==> config.mk <==
export PLATFORM = sky130hd
export DESIGN_NAME = txseq_top
export DESIGN_NICKNAME = d
export VERILOG_FILES = /design/src/rtl/txseq_pkg.sv /design/src/rtl/txseq_fifo.sv /design/src/rtl/txseq_serializer.sv /design/src/rtl/txseq_top.sv
export SDC_FILE = /design/constraint.sdc
export NUM_CORES = 1
export LEC_CHECK = 0
export BUFFER_PORTS_ARGS = -buffer_cell sky130_fd_sc_hd__buf_2
export CAP_MARGIN = 30
export CORE_ASPECT_RATIO = 1.1
export CORE_MARGIN = 4
export CORE_UTILIZATION = 55
export CTS_BUF_LIST = sky130_fd_sc_hd__clkbuf_2
export DETAILED_ROUTE_END_ITERATION = 8
export PLACE_DENSITY = 0.72
export SYNTH_ARGS = -nofsm -noshare
export SYNTH_HDL_FRONTEND = slang
export SYNTH_SLANG_ARGS = --single-unit
==> constraint.sdc <==
create_clock -name clk -period 8.6 [get_ports clk]
set_clock_uncertainty 0.15 [all_clocks]
set_input_delay 1.29 -clock clk [delete_from_list [all_inputs] [get_ports clk]]
set_output_delay 1.29 -clock clk [all_outputs]
set_load 0.02 [all_outputs]
==> src/rtl/txseq_pkg.sv <==
package txseq_pkg;
  typedef enum logic [1:0] {
    PH_IDLE = 2'd0,
    PH_WARM = 2'd1,
    PH_LIVE = 2'd2
  } phase_t;
endpackage

==> src/rtl/txseq_fifo.sv <==
module txseq_fifo #(
  parameter int DW    = 8,
  parameter int DEPTH = 16,
  localparam int AW   = (DEPTH > 1) ? $clog2(DEPTH) : 1,
  localparam int CW   = $clog2(DEPTH + 1)
) (
  input  logic          clk,
  input  logic          rst,
  input  logic          flush,
  input  logic          push,
  input  logic [DW-1:0] wdata,
  input  logic          pop,
  output logic [DW-1:0] rdata,
  output logic [CW-1:0] count,
  output logic          full,
  output logic          empty
);
  logic [DW-1:0] mem [DEPTH];
  logic [AW-1:0] wptr, rptr;

  function automatic logic [AW-1:0] bump(input logic [AW-1:0] p);
    return (p == AW'(DEPTH - 1)) ? '0 : p + AW'(1);
  endfunction

  // storage without reset so it maps onto distributed RAM
  always_ff @(posedge clk) begin
    if (push) mem[wptr] <= wdata;
  end

  always_ff @(posedge clk) begin
    if (rst || flush) begin
      wptr  <= '0;
      rptr  <= '0;
      count <= '0;
    end else begin
      if (push) wptr <= bump(wptr);
      if (pop)  rptr <= bump(rptr);
      count <= count + CW'(push) - CW'(pop);
    end
  end

  assign rdata = mem[rptr];
  assign full  = (count == CW'(DEPTH));
  assign empty = (count == '0);
endmodule

==> src/rtl/txseq_serializer.sv <==
module txseq_serializer #(
  parameter int DW       = 8,
  parameter int DIV_BASE = 4,
  localparam int HB_W    = $clog2(DIV_BASE * 8) + 1,
  localparam int BIT_W   = (DW > 1) ? $clog2(DW) : 1
) (
  input  logic          clk,
  input  logic          rst,
  input  logic          flush,
  input  logic          enable,
  input  logic [1:0]    baud_sel,
  input  logic          nrz,
  input  logic          fifo_empty,
  input  logic [DW-1:0] fifo_data,
  output logic          pop,
  output logic          byte_done,
  output logic          ser_bit,
  output logic          ser_busy,
  output logic          starve
);
  logic [HB_W-1:0]  hcnt, half_len;
  logic [BIT_W-1:0] bidx;
  logic [DW-1:0]    sh;
  logic             half, busy, half_end, last;

  assign half_len  = HB_W'(DIV_BASE) << baud_sel;
  assign half_end  = busy && (hcnt >= half_len - HB_W'(1));
  assign last      = half_end && half && (bidx == BIT_W'(DW - 1));
  assign byte_done = last;
  assign pop       = enable && !flush && !fifo_empty && (!busy || last);
  assign starve    = enable && !busy && fifo_empty;

  always_ff @(posedge clk) begin
    if (rst || flush) begin
      busy <= 1'b0;
      half <= 1'b0;
      hcnt <= '0;
      bidx <= '0;
      sh   <= '0;
    end else if (pop) begin
      sh   <= fifo_data;
      busy <= 1'b1;
      half <= 1'b0;
      hcnt <= '0;
      bidx <= '0;
    end else if (last) begin
      busy <= 1'b0;
      half <= 1'b0;
      hcnt <= '0;
    end else if (half_end) begin
      hcnt <= '0;
      half <= ~half;
      if (half) begin
        bidx <= bidx + BIT_W'(1);
        sh   <= sh << 1;
      end
    end else if (busy) begin
      hcnt <= hcnt + HB_W'(1);
    end
  end

  // Manchester: inverted value first, true value second
  assign ser_bit  = busy && (nrz ? sh[DW-1] : (half ? sh[DW-1] : ~sh[DW-1]));
  assign ser_busy = busy;
endmodule

==> src/rtl/txseq_top.sv <==
module txseq_top #(
  parameter int DEPTH    = 16,
  parameter int DIV_BASE = 4,
  localparam int DW      = 8,
  localparam int THR_W   = $clog2(DEPTH + 1),
  localparam int CNT_W   = $clog2(DEPTH + 2)
) (
  input  logic             clk,
  input  logic             rst,
  input  logic             tx_en,
  input  logic             pll_lock,
  input  logic             cfg_wr,
  input  logic [1:0]       baud_sel,
  input  logic             nrz_mode,
  input  logic             transparent,
  input  logic [1:0]       irq_sel,
  input  logic             wr_valid,
  input  logic [DW-1:0]    wr_data,
  input  logic [THR_W-1:0] wr_start_n,
  input  logic             direct_bit,
  output logic             tx_bit,
  output logic             tx_busy,
  output logic [1:0]       phase,
  output logic [CNT_W-1:0] pend_count,
  output logic             irq,
  output logic             ovf_flag,
  output logic             udr_flag
);
  import txseq_pkg::*;

  phase_t           ph;
  logic             flush, wr_ok, push, running;
  logic [THR_W-1:0] n_reg, fifo_cnt;
  logic [DW-1:0]    fifo_q;
  logic             fifo_full, fifo_empty;
  logic             pop, byte_done, ser_bit, ser_busy, starve;
  logic [CNT_W-1:0] pend_nxt, irq_lvl;

  assign flush = (ph == PH_IDLE) || cfg_wr;
  assign wr_ok = wr_valid && (ph != PH_IDLE) && !transparent && !cfg_wr;
  assign push  = wr_ok && !fifo_full;

  always_ff @(posedge clk) begin
    if (rst) ph <= PH_IDLE;
    else begin
      unique case (ph)
        PH_IDLE: if (tx_en) ph <= PH_WARM;
        PH_WARM: if (!tx_en) ph <= PH_IDLE;
                 else if (pll_lock) ph <= PH_LIVE;
        PH_LIVE: if (!tx_en) ph <= PH_IDLE;
        default: ph <= PH_IDLE;
      endcase
    end
  end

  always_ff @(posedge clk) begin
    if (rst) n_reg <= THR_W'(1);
    else if (wr_ok)
      n_reg <= (wr_start_n > THR_W'(DEPTH)) ? THR_W'(DEPTH) : wr_start_n;
  end

  always_ff @(posedge clk) begin
    if (rst || flush) running <= 1'b0;
    else if (ph == PH_LIVE && !transparent && fifo_cnt >= n_reg) running <= 1'b1;
  end

  txseq_fifo #(.DW(DW), .DEPTH(DEPTH)) u_fifo (
    .clk(clk), .rst(rst), .flush(flush), .push(push), .wdata(wr_data),
    .pop(pop), .rdata(fifo_q), .count(fifo_cnt), .full(fifo_full), .empty(fifo_empty)
  );

  txseq_serializer #(.DW(DW), .DIV_BASE(DIV_BASE)) u_ser (
    .clk(clk), .rst(rst), .flush(flush), .enable(running && !transparent),
    .baud_sel(baud_sel), .nrz(nrz_mode), .fifo_empty(fifo_empty), .fifo_data(fifo_q),
    .pop(pop), .byte_done(byte_done), .ser_bit(ser_bit), .ser_busy(ser_busy),
    .starve(starve)
  );

  assign pend_nxt = flush ? '0 : pend_count + CNT_W'(push) - CNT_W'(byte_done);
  assign irq_lvl  = CNT_W'(irq_sel) * CNT_W'(DEPTH / 4);

  always_ff @(posedge clk) begin
    if (rst) begin
      pend_count <= '0;
      irq        <= 1'b0;
      ovf_flag   <= 1'b0;
      udr_flag   <= 1'b0;
      tx_bit     <= 1'b0;
      tx_busy    <= 1'b0;
    end else begin
      pend_count <= pend_nxt;
      irq        <= !flush && (pend_nxt != pend_count) && (pend_nxt == irq_lvl);
      if (cfg_wr) begin
        ovf_flag <= 1'b0;
        udr_flag <= 1'b0;
      end else begin
        if (wr_ok && fifo_full) ovf_flag <= 1'b1;
        if (starve && !flush)   udr_flag <= 1'b1;
      end
      tx_bit  <= transparent ? ((ph == PH_LIVE) && direct_bit) : ser_bit;
      tx_busy <= !transparent && ser_busy;
    end
  end

  assign phase = ph;
endmodule

Word-level counts from Yosys, hierarchy flattened
Memories as Yosys holds them, arrays and structs flattened. A register that Yosys moved wholly into a read port is not among the register bits.
Index checks and enable logic that the tools add are counted.
Cells by class
  equal/unequal tests: 12
  mux-type cells: 22
  magnitude comparators: 3
  reduce and logical (&&, ||, !) cells: 44
  add/sub/neg operators: 9
  bitwise gates (word level): 3
  shift-type cells: 1
Operators with widths (count)
  $mux 8: 4
  $logic_and 1x1->1: 22
  $mux 4: 4
  $add 5x1->5: 2
  $mux 5: 2
  $sub 5x1->5: 2
  $reduce_and 3->1: 3
  $add 4x1->4 const B: 2
  $eq 4x4->1 const B: 2
  $mux 2: 4
  $reduce_bool 2->1: 4
  $mux 1: 7
  $add 6x1->6 const B: 1
  $ge 6x6->1: 1
  $logic_not 1->1: 6
  $pmux 2 s3: 1
  $shl 3x2->6 const A: 1
  $sub 6x1->6 const B: 1
  $eq 5x4->1: 1
  $eq 5x5->1 const B: 1
  $ge 5x5->1: 1
  $gt 5x5->1 const B: 1
  $logic_not 5->1: 1
  $ne 5x5->1: 1
  other kinds (13): 19
Word-level totals
  register bits: 50
  memories kept: 1
  word-level logic and storage cells: 112
  output and inout port bits: 12
  memory bits (writable): 128
  input bits: 26
Memory list
  u_fifo.mem: words 16, width 8, read ports 1, clocked after Yosys merged registers in 1, write ports 1, RTL line txseq_fifo.sv:18  | logic [DW-1:0] mem [DEPTH];

Longest topological paths before layout
  depth after elaboration: 11
  mapped depth: 15

Cells and area by module
From an unflattened synthesis, not the netlist that was laid out.
Unflattened totals
  cell total of the unflattened synthesis: 548
  area, all modules: 7975.1 um^2
By module, submodules not included
  txseq_fifo: seq. area each 4184.0 um^2, times used 1, cells an instance 305, area an instance 5824.3 um^2
  txseq_serializer: seq. area each 380.4 um^2, times used 1, cells an instance 126, area an instance 1106.1 um^2
  txseq_top: seq. area each 360.3 um^2, times used 1, cells an instance 117, area an instance 1044.8 um^2

Worst setup path before layout
No wires, ideal clock.
  kind: input port to flip-flop
  from: input baud_sel[0]
  to: register u_fifo.count[4]
  cell stages on the path: 14
  arrival time: 4.035 ns
  setup time: 0.070 ns
  setup slack: 4.344 ns
  required time: 8.380 ns
  cells stage by stage: nand2_1 > ha_1 > a21oi_1 > o22ai_1 > nor3_1 > nor2_1 > ha_1 > inv_1 > ha_1 > fa_1 > a21oi_1 > nor2_1 > or3_1 > a21oi_1
On the way
  longest elaborated chain between the ends: 9
Ends and longest elaborated chain
  start: declaration: RTL line txseq_top.sv:13  | input logic [1:0] baud_sel,
  $shl 3x2->6: RTL line txseq_serializer.sv:26  | assign half_len = HB_W'(DIV_BASE) << baud_sel;
  $sub 6x1->6: RTL line txseq_serializer.sv:27  | assign half_end = busy && (hcnt >= half_len - HB_W'(1));
  $ge 6x6->1: RTL line txseq_serializer.sv:27
  $logic_and 1x1->1: RTL line txseq_serializer.sv:27
  $logic_and 1x1->1 (2 in a row): RTL line txseq_serializer.sv:28  | assign last = half_end && half && (bidx == BIT_W'(DW - 1));
  $logic_or 1x1->1: RTL line txseq_serializer.sv:30  | assign pop = enable && !flush && !fifo_empty && (!busy || last);
  $logic_and 1x1->1: RTL line txseq_serializer.sv:30
  via pop: RTL line txseq_top.sv:36  | logic pop, byte_done, ser_bit, ser_busy, starve;
  $sub 5x1->5: RTL line txseq_fifo.sv:38  | count <= count + CW'(push) - CW'(pop);
  end signal: assignment: RTL line txseq_fifo.sv:38
  end: declaration: RTL line txseq_fifo.sv:14  | output logic [CW-1:0] count,
The timed path passes the listed nets, and every way through them passes these cells.
A chain may end at the register's enable or synchronous reset.

Final worst setup path
  from: input cfg_wr
  to: register u_fifo.count[4]
On the way
  longest elaborated chain between the ends: 6
  elaborated cells on any way between the ends: 11
Ends and longest elaborated chain
  start: declaration: RTL line txseq_top.sv:12  | input logic cfg_wr,
  $logic_or 1x1->1: RTL line txseq_top.sv:39  | assign flush = (ph == PH_IDLE) || cfg_wr;
  $logic_not 1->1: RTL line txseq_serializer.sv:30
  $logic_and 1x1->1 (3 in a row): RTL line txseq_serializer.sv:30
  via pop: RTL line txseq_top.sv:36
  $sub 5x1->5: RTL line txseq_fifo.sv:38
The timed path passes the listed nets, and every way through them passes these cells.

==> metrics.md <==
| Metric | Value |
|---|---|
| Vias in the first global route | 4414 |
| Dominant synthesized flop cell | sky130_fd_sc_hd__edfxtp_1 |
| Switching power | 0.0003107 W |
| Number of buffers inserted during clock tree synthesis | 17 |
| Post-synth EDFFs | 128 |
| Area of the die | 16070 um^2 |
| Root buffer cell | sky130_fd_sc_hd__clkbuf_2 |
| Run status | finished clean |
| I/O pin total | 38 |
| Worst slew slack as a fraction of its limit | 34.05% |
| Cell Rows | 45 |
| Fraction of layout cells with a size suffix above 1 | 19.66% |
| Max frequency | around 250 MHz |
| Height of the chip | 132.6 um |
| Worst EP arrival | roughly 4500 ps |
| Int Power | about 0.0011 W |
| Number of cells produced by synthesis | 529 |
| Leading cell types in the layout, fill and taps excluded | sky130_fd_sc_hd__edfxtp_1 (128), sky130_fd_sc_hd__dfxtp_1 (53), sky130_fd_sc_hd__nor2_1 (40) |
| Max clock buf depth | 2 |
| Logic depth of the worst register-to-register path | 14 |
| Detail-routed via count per cell | 5.675 |
| P_leak | 2.685 nW |
| Number of maximum-capacitance violations | 0 |
| Fraction of the yosys area taken by sequential cells | 63.47% |
| GR Overflow Total | 0 |
| Unique cell type count in the Yosys netlist | 49 |
| Synthesized area divided by synthesized cell count | around 15 um^2 |
| Number of buffers and inverters on the critical path | 2 |
| Critical path's largest stage delay | 490 ps |
| Detailed-route DRC error count | 0 |
| Pwr Density | approximately 160 nW/um^2 |
| Half-perimeter wire length after detailed placement | 9331 um |
| Core outline area | 13790 um^2 |
| Final critical path time including I/O delays and setup | 3933 ps |
| Largest registers | u_fifo.mem (128), u_ser.sh (8), u_ser.hcnt (6) |
| Post-synthesis sequential element count | between 150 and 200 |
| Clock insertion delay at the later pin of the skew report | 710 ps |
| Number of iterations in the first detailed-routing pass | 4 |
| Reg2reg start | u_fifo.count[3]$_SDFF_PP0_ |
| Overall power | 0.001367 W |
| Global-route wire length before repair | 22780 um |
| Clock edge transition at the registers on the reported setup and hold paths | 240 ps |
| CTS sink count | 182 |
| Cell class contributing the biggest share of worst-path delay | simple AND/OR/NAND/NOR gates |
| Ratio of final minimum period to clock period | between 40% and 50% |
| Total standard cell area after synthesis | between 7000 and 8000 um^2 |
| CTS tree | done |
| Post-route cell area | 8377 um^2 |
| Routed wire length | about 14000 um |
| Count of inserted antenna diode cells | 0 |
| Worst voltage drop across the vdd grid | 0.1156 mV |
| Most frequent standard cell in the layout excluding fill and tap cells | sky130_fd_sc_hd__edfxtp_1 |
| Post-route ant nets | 0 |
| GRT Resource Usage Total | a little under a fifth |
| Hold-fix buffer count after cts | 0 |
| Critical Path End | u_fifo.count[4]$_SDFF_PP0_ |
| Antenna violations before repair | 0 |
| Biggest fanout along the worst timing path | 16 |
| Worst endpoint required time | 9120 ps |
| Synth async-reset ratio | 0% |
| Depth of the CTS H-tree | 4 |
| Pre-CTS setup slack | slightly below 4000 ps |
| Final number of hold-violating endpoints | 0 |
| Kind of start point of the critical path | input port |
| Sequential group share of total power | 68.7% |
| Startpoint of the most critical setup path | cfg_wr |
| Combinational cell fraction of total power | 2.1% |
| Critical setup path kind | input port to flip-flop |
| Unrepaired setup endpoints after global routing | no |
| Initial standard-cell utilization of the core | approximately 56% |
| Final RePlAce weighted congestion | 0.7582 |
| Iteration-0 DRC Markers | 264 |
| Total nets after synthesis | ~600 |
| Worst-path cell with the longest stage delay | sky130_fd_sc_hd__and4bb_2 |
| Buffers added on ports | 37 |
| Clock share of power | 29.2% |
| Register bank with the most flops | u_fifo.mem |
| Horizontal die dimension | 121.2 um |
| Worst setup slack for register-to-register paths | roughly 4700 ps |
| Post-CTS Setup Bufs | 0 |
| Vias after detailed routing | approximately 4400 |
| Dpl cell area | between 8000 and 9000 um^2 |
| Slew at the pin closest to its max-slew limit | 985.7 ps |
| Number of flip-flops in the largest register | about 130 |
| Relative area change from synthesis to final layout | 7.966% |
| Hold Startpoint | n_reg[2]$_SDFFE_PP0P_ |
| Number of max-slew violations in the final report | 0 |
| Post-cts resize count | 0 |
| Slack of the critical path | about 4700 ps |
| Critical R2R Capture | u_fifo.count[4]$_SDFF_PP0_ |
| Critical Path Stages | 13 |
| Number of setup violations in the final report | 0 |
| Count of nets after finishing | 628 |
| Maximum number of pins on one net before global-route repair | 33 |
| Post-detailed-route wirelength per cell | 17.93 um |
| Critical path, cell by cell | buf_2, o21bai_2, and4bb_2, nand2_1, nor2_1, ha_1, inv_1, ha_1, fa_1, a21oi_1, nor2_1, or3_1, a21oi_1 |
| Worst Hold Slack | 325.4 ps |
| Setup_tns | 0 ps |
| Number of inserted filler cells in the final layout | 1045 |
| Switching power share of the total | between 20% and 30% |
| Crit end category | flip-flop |
| Class of the tightest hold or removal check | flip-flop to flip-flop |
| Number of warnings printed during yosys synthesis | 0 |
## how the worst min path moves through the flow
stage / to / slack [ps] / cells after the start
3_3_place_gp: n_reg[2]$_SDFFE_PP0P_ / 300 / 2
5_1_grt: n_reg[3]$_SDFFE_PP0P_ / 350 / 2
3_5_place_dp: n_reg[2]$_SDFFE_PP0P_ / 290 / 2
4_1_cts: n_reg[2]$_SDFFE_PP0P_ / 330 / 2
6_report: n_reg[2]$_SDFFE_PP0P_ / 330 / 2
2_1_floorplan: n_reg[1]$_SDFFE_PP0P_ / 280 / 2
## worst register-to-register path, stage by stage, from the launching register on
cell                       delay (ps)
sky130_fd_sc_hd__dfxtp_1          390
sky130_fd_sc_hd__inv_1             90
sky130_fd_sc_hd__ha_1             170
sky130_fd_sc_hd__or4b_1           470
sky130_fd_sc_hd__and4bb_2         340
sky130_fd_sc_hd__nand2_1          400
sky130_fd_sc_hd__nor2_1           210
sky130_fd_sc_hd__ha_1             330
sky130_fd_sc_hd__inv_1             40
sky130_fd_sc_hd__ha_1             190
sky130_fd_sc_hd__fa_1             400
sky130_fd_sc_hd__a21oi_1          160
sky130_fd_sc_hd__nor2_1            60
sky130_fd_sc_hd__or3_1            340
sky130_fd_sc_hd__a21oi_1          140
## final cells by class
type	count	area, um^2	area share [%]
Sequential cell	182	4926	58.81
Multi-Input combinational cell	304	2669	31.86
Timing Repair Buffer	44	245.2	2.928
Tap cell	188	235.2	2.808
Clock inverter	14	125.1	1.494
Clock buffer	18	90.09	1.075
Inverter	23	86.33	1.031
## power groups by stage
stage               clock network, W  logic [W]  registers, W
global placement                   0  0.0000268      0.000957
floorplan                          0  0.0000102      0.000958
CTS                         0.000412  0.0000288      0.000939
finish                      0.000399  0.0000283      0.000939
detailed placement                 0  0.0000288      0.000957
global route                0.000448  0.0000321      0.000940
## cell families (layout without fill, tap and decap cells)
logic type	after synthesis	count (layout)	share of synthesized area, %
and+or+nand+nor	115	115	7.402
adders and majority gates	30	30	5.032
muxes	59	59	12.93
DFF	182	182	63.47
AOI/OAI and AO/OA	78	78	6.499
other	1	1	0.04833
buffers and inverters	43	99	2.241
xor gates and xnor gates	21	21	2.371
## per-layer routing
metal | wire length, um | up-vias | GRT usage (%)
met5 | 0 | - | 0
met3 | 637 | 23 | 3.933
met2 | 7074 | 85 | 30.61
met4 | 248 | 0 | 5.791
li1 | - | 2104 | -
met1 | 5899 | 2175 | 24.50
## Yosys cell counts (all sizes together), types with 12 or more instances
library cell	count	share of area (%)
dfxtp	54	14
o211ai	17	1.6
nor2	40	1.9
xnor2	12	1.4
edfxtp	128	50
a21oi	22	1.4
mux2i	26	3.4
mux4	33	9.6
inv	23	1.1
nand2	28	1.4
nor3	16	1.0
ha	28	4.5
## stage by stage
stage               cells  util, %
finish                773    60.73
global route          773    60.73
CTS                   773    60.73
detailed placement    741    59.17
global placement      740    59.06
floorplan             529        -
Power figures use the tool's default switching activity.
